[config.mk]
export PLATFORM = sky130hd
export DESIGN_NAME = adc_sleep_host
export DESIGN_NICKNAME = d
export VERILOG_FILES = /design/src/rtl/adc_host_pkg.sv /design/src/rtl/adc_half_timer.sv /design/src/rtl/adc_frame_seq.sv /design/src/rtl/adc_rx_shift.sv /design/src/rtl/adc_sleep_host.sv
export SDC_FILE = /design/constraint.sdc
export NUM_CORES = 1
export LEC_CHECK = 0
export ABC_AREA = 1
export BUFFER_PORTS_ARGS = -buffer_cell sky130_fd_sc_hd__buf_4
export CORE_ASPECT_RATIO = 2
export CORE_MARGIN = 2
export CORE_UTILIZATION = 57
export CTS_BUF_LIST = sky130_fd_sc_hd__clkbuf_16
export DETAILED_ROUTE_END_ITERATION = 6
export GPL_TIMING_DRIVEN = 0
export PLACE_DENSITY = 0.79
export SYNTH_ARGS = -nofsm -noshare
export SYNTH_HDL_FRONTEND = slang
export SYNTH_SLANG_ARGS = --single-unit
[constraint.sdc]
create_clock -name clk -period 1.7 [get_ports clk]
set_input_delay 0.34 -clock clk [delete_from_list [all_inputs] [get_ports clk]]
set_output_delay 0.34 -clock clk [all_outputs]
set_load 0.005 [all_outputs]
[src/rtl/adc_host_pkg.sv]
// Shared types for the serial converter host controller.
package adc_host_pkg;
    typedef enum logic [1:0] {
        PWR_UNKNOWN = 2'd0,
        PWR_NORMAL  = 2'd1,
        PWR_SHUT    = 2'd2
    } pwr_e;

    typedef enum logic [1:0] {
        OP_CONVERT = 2'd0,
        OP_SLEEP   = 2'd1,
        OP_WAKE    = 2'd2,
        OP_NONE    = 2'd3
    } op_e;

    typedef enum logic [1:0] {
        FK_DUMMY = 2'd0,
        FK_CONV  = 2'd1,
        FK_SLEEP = 2'd2
    } kind_e;

    typedef enum logic [1:0] {
        SQ_IDLE   = 2'd0,
        SQ_ACTIVE = 2'd1,
        SQ_QUIET  = 2'd2
    } seq_e;
endpackage

[src/rtl/adc_half_timer.sv]
// Half-period tick generator for the serial clock.
// Emits a one-cycle tick every DIV system clocks while run is high.
// Assumes DIV >= 1. The count restarts from zero whenever run drops.
module adc_half_timer #(
    parameter int DIV = 4
) (
    input  logic clk,
    input  logic rst_n,
    input  logic run,
    output logic tick
);
    generate
        if (DIV == 1) begin : g_direct
            // Every running cycle is a half-period boundary.
            assign tick = run;
        end else begin : g_count
            localparam int CW = $clog2(DIV);
            logic [CW-1:0] cnt;

            assign tick = run && (cnt == CW'(DIV - 1));

            // Count system clocks inside the current half period.
            always_ff @(posedge clk) begin
                if (!rst_n || !run) cnt <= '0;
                else if (tick)      cnt <= '0;
                else                cnt <= cnt + 1'b1;
            end
        end
    endgenerate
endmodule

[src/rtl/adc_frame_seq.sv]
// Frame sequencer: drives chip select and SCLK for one frame and then a quiet gap.
// A frame ends with chip select rising one half period after the rising
// edge that follows falling edge number stop_falls. The gap holds chip select
// high for 2*QUIET_CLKS-1 half periods. Assumes start is seen only while idle.
module adc_frame_seq #(
    parameter int DIV        = 4,
    parameter int FRAME_BITS = 16,
    parameter int QUIET_CLKS = 4,
    localparam int FW        = $clog2(FRAME_BITS + 1)
) (
    input  logic          clk,
    input  logic          rst_n,
    input  logic          start,
    input  logic [FW-1:0] stop_falls,
    output logic          cs_n,
    output logic          sclk,
    output logic          sample,
    output logic          frame_end,
    output logic          idle
);
    import adc_host_pkg::*;

    localparam int QUIET_HALF = 2 * QUIET_CLKS - 1;
    localparam int QW         = $clog2(QUIET_HALF + 1);

    seq_e          state;
    logic [FW-1:0] falls;
    logic [FW-1:0] stop_q;
    logic [QW-1:0] qcnt;
    logic          tick;

    adc_half_timer #(.DIV(DIV)) u_timer (
        .clk  (clk),
        .rst_n(rst_n),
        .run  (state != SQ_IDLE),
        .tick (tick)
    );

    assign idle      = (state == SQ_IDLE);
    assign frame_end = tick && (state == SQ_ACTIVE) && sclk && (falls == stop_q);
    assign sample    = tick && (state == SQ_ACTIVE) && sclk && (falls != stop_q);

    // Step the frame one half period at a time and hold the quiet gap.
    always_ff @(posedge clk) begin
        if (!rst_n) begin
            state  <= SQ_IDLE;
            cs_n   <= 1'b1;
            sclk   <= 1'b1;
            falls  <= '0;
            stop_q <= '0;
            qcnt   <= '0;
        end else begin
            case (state)
                SQ_IDLE: begin
                    if (start) begin
                        state  <= SQ_ACTIVE;
                        cs_n   <= 1'b0;
                        sclk   <= 1'b1;
                        falls  <= '0;
                        stop_q <= stop_falls;
                    end
                end
                SQ_ACTIVE: begin
                    if (frame_end) begin
                        cs_n  <= 1'b1;
                        qcnt  <= '0;
                        state <= SQ_QUIET;
                    end else if (sample) begin
                        sclk  <= 1'b0;
                        falls <= falls + 1'b1;
                    end else if (tick) begin
                        sclk <= 1'b1;
                    end
                end
                SQ_QUIET: begin
                    if (tick) begin
                        if (qcnt == QW'(QUIET_HALF - 1)) state <= SQ_IDLE;
                        else                              qcnt  <= qcnt + 1'b1;
                    end
                end
                default: state <= SQ_IDLE;
            endcase
        end
    end
endmodule

[src/rtl/adc_rx_shift.sv]
// Serial capture register. Shifts the data line in MSB first on every
// sample strobe. Only the last RES_W samples of a frame stay in the
// register, so leading bits fall off the top without extra logic.
module adc_rx_shift #(
    parameter int RES_W = 12
) (
    input  logic             clk,
    input  logic             rst_n,
    input  logic             sample,
    input  logic             sdata,
    output logic [RES_W-1:0] word
);
    // Shift one sampled bit per falling SCLK edge.
    always_ff @(posedge clk) begin
        if (!rst_n)      word <= '0;
        else if (sample) word <= {word[RES_W-2:0], sdata};
    end
endmodule

[src/rtl/adc_sleep_host.sv]
// Host controller for a 12-bit serial converter with power-down by short frame.
// Tracks the converter power state, inserts discarded dummy frames after
// reset and on wake, and turns a convert-while-asleep request into a dummy
// frame plus a conversion frame. Assumes 10 <= SLEEP_EDGE <= 14.
module adc_sleep_host #(
    parameter int DIV        = 4,
    parameter int RES_W      = 12,
    parameter int FRAME_BITS = 16,
    parameter int SLEEP_EDGE = 12,
    parameter int QUIET_CLKS = 4
) (
    input  logic             clk,
    input  logic             rst_n,
    input  logic             cmd_valid,
    input  logic [1:0]       cmd_op,
    output logic             cmd_ready,
    output logic             adc_cs_n,
    output logic             adc_sclk,
    input  logic             adc_sdata,
    output logic [RES_W-1:0] result,
    output logic             result_valid,
    output logic [1:0]       pwr_state,
    output logic             busy
);
    import adc_host_pkg::*;

    localparam int FW = $clog2(FRAME_BITS + 1);

    pwr_e             pwr;
    kind_e            kind;
    logic             init_pend;
    logic             chain;
    logic             seq_idle;
    logic             seq_start;
    logic             sample;
    logic             frame_end;
    logic             free;
    logic             take;
    logic             go_conv;
    logic             go_sleep;
    logic             go_wake;
    logic [FW-1:0]    stop_falls;
    logic [RES_W-1:0] word;

    assign free       = seq_idle && !init_pend && !chain;
    assign take       = cmd_valid && free;
    assign go_conv    = take && (cmd_op == OP_CONVERT);
    assign go_sleep   = take && (cmd_op == OP_SLEEP) && (pwr == PWR_NORMAL);
    assign go_wake    = take && (cmd_op == OP_WAKE) && (pwr == PWR_SHUT);
    assign seq_start  = seq_idle && (init_pend || chain || go_conv || go_sleep || go_wake);
    assign stop_falls = go_sleep ? FW'(SLEEP_EDGE) : FW'(FRAME_BITS);

    assign cmd_ready = free;
    assign busy      = !free;
    assign pwr_state = pwr;

    adc_frame_seq #(
        .DIV       (DIV),
        .FRAME_BITS(FRAME_BITS),
        .QUIET_CLKS(QUIET_CLKS)
    ) u_seq (
        .clk       (clk),
        .rst_n     (rst_n),
        .start     (seq_start),
        .stop_falls(stop_falls),
        .cs_n      (adc_cs_n),
        .sclk      (adc_sclk),
        .sample    (sample),
        .frame_end (frame_end),
        .idle      (seq_idle)
    );

    adc_rx_shift #(.RES_W(RES_W)) u_rx (
        .clk   (clk),
        .rst_n (rst_n),
        .sample(sample),
        .sdata (adc_sdata),
        .word  (word)
    );

    // Pick the kind of the frame being launched and keep pending-frame flags.
    always_ff @(posedge clk) begin
        if (!rst_n) begin
            init_pend <= 1'b1;
            chain     <= 1'b0;
            kind      <= FK_DUMMY;
        end else if (seq_idle) begin
            if (init_pend) begin
                init_pend <= 1'b0;
                kind      <= FK_DUMMY;
            end else if (chain) begin
                chain <= 1'b0;
                kind  <= FK_CONV;
            end else if (go_conv) begin
                if (pwr == PWR_SHUT) begin
                    kind  <= FK_DUMMY;
                    chain <= 1'b1;
                end else begin
                    kind <= FK_CONV;
                end
            end else if (go_sleep) begin
                kind <= FK_SLEEP;
            end else if (go_wake) begin
                kind <= FK_DUMMY;
            end
        end
    end

    // Update power tracking and the result at each chip-select rise.
    always_ff @(posedge clk) begin
        if (!rst_n) begin
            pwr          <= PWR_UNKNOWN;
            result       <= '0;
            result_valid <= 1'b0;
        end else begin
            result_valid <= 1'b0;
            if (frame_end) begin
                case (kind)
                    FK_DUMMY: pwr <= PWR_NORMAL;
                    FK_SLEEP: pwr <= PWR_SHUT;
                    FK_CONV: begin
                        result       <= word;
                        result_valid <= 1'b1;
                    end
                    default: pwr <= pwr;
                endcase
            end
        end
    end
endmodule

==> results.ini, run 1 <==
[placement]
gp_congestion=0.787
numPortBuffers=24
hpwl_mm=3.32
place_ws_ps=17.8

[power]
switching_share_pct=25.8
seqPwrFrac_pct=48.4
clkPwrFrac_pct=39.1
power.share.combinational_pct=12.5
internal_power_mw=1.80
netSwitchingPower_mw=0.626
p_per_area_mw_per_mm2=982
max-vdd-ir-drop_mv=0.929
p_leak_nw=1.06

[floorplan]
core_region_area_mm2=0.00342
die-height_um=89.0
pin_count=25
num_rows=30
dieWidth_um=46.5
start_util_pct=60.2
die_area_mm2=0.00413

[sta]
finalSetupViolCount=0
skew_ps=6.16
grt_setup_unrepaired=false
timing.final.hold_violations=0
drv_slew=0
timing.final.ws_setup_ps=77.2
worst_pin_slew_ps=534
slew_headroom_pct=64.4
period_share_pct=95.5
timing.fmax_mhz=616
min_period_ps=1620
tns_ps=0

[layout]
layout_commonest_cell=nand2_1
synthToLayoutAreaGrowth_pct=20.1
final_cell_mix=nand2_1 (59), dfxtp_1 (46), a21oi_1 (33), nor2_1 (32), inv_1 (28)
post_route_cells_drive_above_1_share_pct=18.4
diodes=0
nNetsFinal=315

[cts]
clock_path_buffers=2
cts_tree=yes
clk_latency_ps=290
root_buffer=clkbuf_16
ctsHoldBuffers=0
cts_buffers=5
path_clk_slew_ps=60
cts_max_level=2
cts.sinks=47

[critical_path]
reg2regPathDepth=8
cp.arrival_ps=1800
crit_fanout=10
worstSetupStartpointType=flop
reg2reg_to=u_seq.falls[0]$_SDFFE_PN0P_
worstSetupEndpointType=flop
r2r_setup_slack_ps=80
critical_path_class=flop to flop
r2r-start=u_seq.u_timer.g_count.cnt[0]$_SDFF_PP0_
required_ps=1870
slowest_delay_ps=340
crit_path_top_delay_cell=dfxtp_1
crit_chain=ha_1 -> nand2_1 -> nor2_4 -> o21ai_4 -> buf_4 -> buf_6 -> a21oi_1 -> nor2_1

[routing]
viasPerCell=5.16
vias=1822
drt_iter0_markers=36
wl_per_cell_um=12.6
drtAntennaViolNets=0
drc=0
wl_mm=4.47
drt_pass1_iterations=4

[yosys]
syn_avg_cell_area_um2=7.59
postSynthCellCount=271
netlist_area_mm2=0.00206
yosys_warnings=0
async_reset_ff_share_pct=0
ys_ff_latch=47
synth_ff_type=dfxtp_1
yosysSeqAreaShare_pct=45.7
synth_edf_count=0
syn_nets=282
yosysUniqueCellTypes=26

[global_route]
grt_usage_pct=24.5
grt_pass1_vias=1727
grt-ovfl-total=0
grt_max_degree=16
grt_pass1_wl_mm=7.25
antenna_found_initial=0

[worst_hold_path]
hp-class=input pin to flop
min_path_cells=3
whs_endpoint=u_rx.word[0]$_SDFFE_PN0N_
worstHoldStart=adc_sdata

[run_status]
run_status=finished, final reports clean

[job]
drv_cap=0

## sequential cells by signal (all words and copies together), names as in the netlist, 2 cells and up
signal,cells
result,12
u_rx.word,12
u_seq.falls,5
u_seq.qcnt,3
kind,2
pwr_state,2
u_seq.state,2
u_seq.stop_q,2
u_seq.u_timer.g_count.cnt,2
## cell families (layout without fill, tap and decap cells)
family / count (synthesis) / after routing / share of synthesized area, %
simple gates: 122 / 122 / 27.0
compound gates: 56 / 56 / 14.8
flops: 47 / 47 / 45.7
buf+inv: 40 / 74 / 9.00
fa+ha+maj: 5 / 5 / 3.04
xor+xnor: 1 / 1 / 0.426
## layer usage
| layer | part of all wire [%] | GRT usage, % | vias to the layer above |
|---|---|---|---|
| li1 | - | - | 940 |
| met5 | 0 | 0 | - |
| met1 | 36 | 22.5 | 829 |
| met4 | 3.8 | 14.5 | 0 |
| met2 | 57 | 46.2 | 38 |
| met3 | 3.0 | 4.04 | 15 |
## cells in the mapped netlist, types with 2 or more instances
cell type | number | share of area [%]
clkbuf_1 | 3 | 0.55
nor2_4 | 3 | 1.6
nand2_2 | 6 | 1.8
nand2_1 | 59 | 11
nand4_1 | 5 | 1.5
inv_2 | 2 | 0.37
a21oi_1 | 33 | 8.0
ha_1 | 5 | 3.0
dfxtp_1 | 47 | 46
o21ai_0 | 12 | 2.9
nor2_1 | 32 | 5.8
nand3_1 | 14 | 3.4
buf_6 | 4 | 2.2
o21ai_1 | 6 | 1.5
inv_1 | 28 | 5.1
nand3_2 | 2 | 0.97
## how the worst max path moves through the flow
stage,from,to,cells past startpoint
detailed placement,u_seq.falls[0]$_SDFFE_PN0P_,u_rx.word[8]$_SDFFE_PN0N_,8
global route,u_seq.falls[1]$_SDFFE_PN0P_,u_seq.qcnt[1]$_SDFFE_PN0P_,10
global placement,u_seq.falls[0]$_SDFFE_PN0P_,u_rx.word[8]$_SDFFE_PN0N_,8
CTS,u_seq.falls[0]$_SDFFE_PN0P_,u_rx.word[8]$_SDFFE_PN0N_,8
finish,u_seq.u_timer.g_count.cnt[0]$_SDFF_PP0_,u_seq.falls[0]$_SDFFE_PN0P_,8
floorplan,u_seq.falls[0]$_SDFFE_PN0P_,u_rx.word[8]$_SDFFE_PN0N_,8
## worst max-delay path: cells and delay by family, from the launching register on
family / cells / cell delay, ps
simple gates: 3 / 370
flops: 1 / 340
buf+inv: 2 / 300
compound gates: 2 / 270
fa+ha+maj: 1 / 230
## power by group through the flow
stage	logic, mW	clock network, mW	registers, mW
detailed placement	0.305	0	1.20
CTS	0.307	0.957	1.17
global route	0.339	1.01	1.18
global placement	0.298	0	1.20
floorplan	0.227	0	1.19
finish	0.304	0.949	1.17
## cell type report
| class | instances | area [µm²] |
|---|---|---|
| Fill cell | 272 | 945 |
| Sequential cell | 47 | 942 |
| Multi-Input combinational cell | 184 | 931 |
| Timing Repair Buffer | 26 | 208 |
| Clock buffer | 5 | 125 |
| Inverter | 30 | 113 |
| Buffer | 10 | 72.6 |
| Tap cell | 48 | 60.1 |
| Clock inverter | 3 | 20.0 |
## through the flow
step / hold slack (ps) / utilization (%) / instances / power (mW) / instance area, µm²
floorplan: 398 / - / 271 / 1.42 / 2060
global placement: 408 / 67.3 / 343 / 1.49 / 2300
detailed placement: 422 / 67.3 / 343 / 1.50 / 2300
CTS: 299 / 71.5 / 351 / 2.44 / 2440
global route: 307 / 72.3 / 353 / 2.53 / 2470
finish: 299 / 72.3 / 353 / 2.43 / 2470
## repair_timing
action	4_1_cts	5_1_grt
endpoints found under the setup margin	0	14
resized for setup	0	2
buffers inserted	0	2
No activity file was read; power rests on OpenSTA's default activity.
==> run 2, diff against run 1 <==
- MAX_ROUTING_LAYER: default -> met4
==> run 2 against run 1 <==
Against the previous run:
- core utilization did not move
- clock skew rose by 1.1 ps
- non-clock buffer count did not move
- via count rose by 0.16%
- clock power barely moved
- cell count did not move
- hold slack barely moved
- wire length rose by 0.60%
- total power fell by 0.11%
- die area did not move
- critical endpoint unchanged
- largest cell class unchanged
- largest power group unchanged
==> results.ini, run 2 (synthesized netlist as in run 1, its figures left out) <==
[placement]
gp_congestion=0.798
numPortBuffers=24
hpwl_mm=3.32
placed_area_mm2=0.00230

[floorplan]
core_region_area_mm2=0.00342
start_util_pct=60.2
num_rows=30
die-height_um=89.0
pin_count=25
die_area_mm2=0.00413
dieWidth_um=46.5

[sta]
timing.final.hold_violations=0
grt_setup_unrepaired=false
period_share_pct=95.5
whs_ps=299
finalSetupViolCount=0
drv_slew=0
timing.fmax_mhz=616
min_period_ps=1620
skew_ps=7.24
tns_ps=0
slew_headroom_pct=64.6
worst_pin_slew_ps=531

[cts]
root_buffer=clkbuf_16
clock_path_buffers=2
cts.sinks=47
cts_buffers=5
clk_latency_ps=290
cts_max_level=2
cts_tree=yes
path_clk_slew_ps=60

[global_route]
antenna_found_initial=0
grt-ovfl-total=0
grt_max_degree=16
grt_pass1_vias=1727
grt_usage_pct=25.2
grt_pass1_wl_mm=7.25

[routing]
wl_met3_um=150
vias=1825
wl_mm=4.49
drc=0
met2_length_mm=2.57
drtAntennaViolNets=0
drt_pass1_iterations=4
top_layer=met4
viasPerCell=5.17
wl_per_cell_um=12.7
wl_met1_mm=1.59
drt_iter0_markers=40

[layout]
final_cell_mix=nand2_1 (59), dfxtp_1 (46), a21oi_1 (33), nor2_1 (32), inv_1 (28)
nNetsFinal=315
biggestRegsByFlops=result x12, u_rx.word x12, u_seq.falls x5
diodes=0
synthToLayoutAreaGrowth_pct=20.1
layout_commonest_cell=nand2_1
post_route_cells_drive_above_1_share_pct=18.4
final_area_mm2=0.00247

[critical_path]
cp.arrival_ps=1790
worstSetupStartpointType=flop
r2r_setup_slack_ps=80
critical_path_class=flop to flop
cp-endpoint=u_seq.falls[0]$_SDFFE_PN0P_
reg2reg_to=u_seq.falls[0]$_SDFFE_PN0P_
setup.worst_path.start=u_seq.u_timer.g_count.cnt[0]$_SDFF_PP0_
r2r-start=u_seq.u_timer.g_count.cnt[0]$_SDFF_PP0_
crit_fanout=10
required_ps=1870
reg2regPathDepth=8
crit_path_top_delay_cell=dfxtp_1
crit_chain=ha_1 -> nand2_1 -> nor2_4 -> o21ai_4 -> buf_4 -> buf_6 -> a21oi_1 -> nor2_1
worstSetupEndpointType=flop
slowest_delay_ps=340

[run_status]
run_status=finished, final reports clean

[job]
drv_cap=0

[worst_hold_path]
hp-class=input pin to flop
worstHoldStart=adc_sdata

[power]
p_leak_nw=1.06
p_per_area_mw_per_mm2=981
max-vdd-ir-drop_mv=0.927

-- run 2: cell counts in the layout (fill, tap and decap cells not counted) --
No cell type changed its count.
-- run 2: power by group --
group	switching [mW]	total, mW	internal (mW)
Sequential	0.0356	1.17	1.14
Combinational	0.184	0.304	0.120
Clock	0.404	0.946	0.542
Total	0.624	2.42	1.80
-- run 2: cell type report --
type                            instances  area [µm²]
Inverter                               30         113
Timing Repair Buffer                   26         208
Buffer                                 10        72.6
Sequential cell                        47         942
Multi-Input combinational cell        184         931
Clock buffer                            5         125
Tap cell                               48        60.1
Clock inverter                          3        20.0
Fill cell                             272         945
-- run 2: how the worst min path moves through the flow --
stage,end,cells after the start,slack [ps]
6_report,u_rx.word[0]$_SDFFE_PN0N_,3,300
5_1_grt,u_rx.word[0]$_SDFFE_PN0N_,3,310
4_1_cts,u_rx.word[0]$_SDFFE_PN0N_,3,300
3_5_place_dp,u_seq.u_timer.g_count.cnt[0]$_SDFF_PP0_,1,420
3_3_place_gp,u_seq.u_timer.g_count.cnt[0]$_SDFF_PP0_,1,410
2_1_floorplan,u_seq.u_timer.g_count.cnt[0]$_SDFF_PP0_,1,400
-- run 2: what timing repair did --
action	4_1_cts	5_1_grt
gates resized for setup	0	2
hold buffers	0	0
setup buffers	0	2
endpoints found under the setup margin	0	14
-- run 2: critical path: cells and delay by family (launching register included) --
kind / cells / cell delay, ps
and+or+nand+nor: 3 / 370
DFF: 1 / 340
buffers and inverters: 2 / 300
AOI/OAI and AO/OA: 2 / 270
adders and majority gates: 1 / 230
-- run 2: metrics by stage --
| stage | setup WS, ps | power [mW] | cells | utilization [%] |
|---|---|---|---|---|
| 2_1_floorplan | 281 | 1.42 | 271 | - |
| 3_3_place_gp | 65.6 | 1.49 | 343 | 67.3 |
| 3_5_place_dp | 17.8 | 1.50 | 343 | 67.3 |
| 4_1_cts | 8.29 | 2.44 | 351 | 71.5 |
| 5_1_grt | 1.51 | 2.53 | 353 | 72.3 |
| 6_report | 77.0 | 2.42 | 353 | 72.3 |
-- run 2: per-layer routing --
| metal | track usage [%] | vias up |
|---|---|---|
| met5 | - | - |
| met4 | 14.5 | 0 |
| met3 | 4.04 | 15 |
| met2 | 46.2 | 40 |
| met1 | 22.5 | 829 |
| li1 | - | 941 |
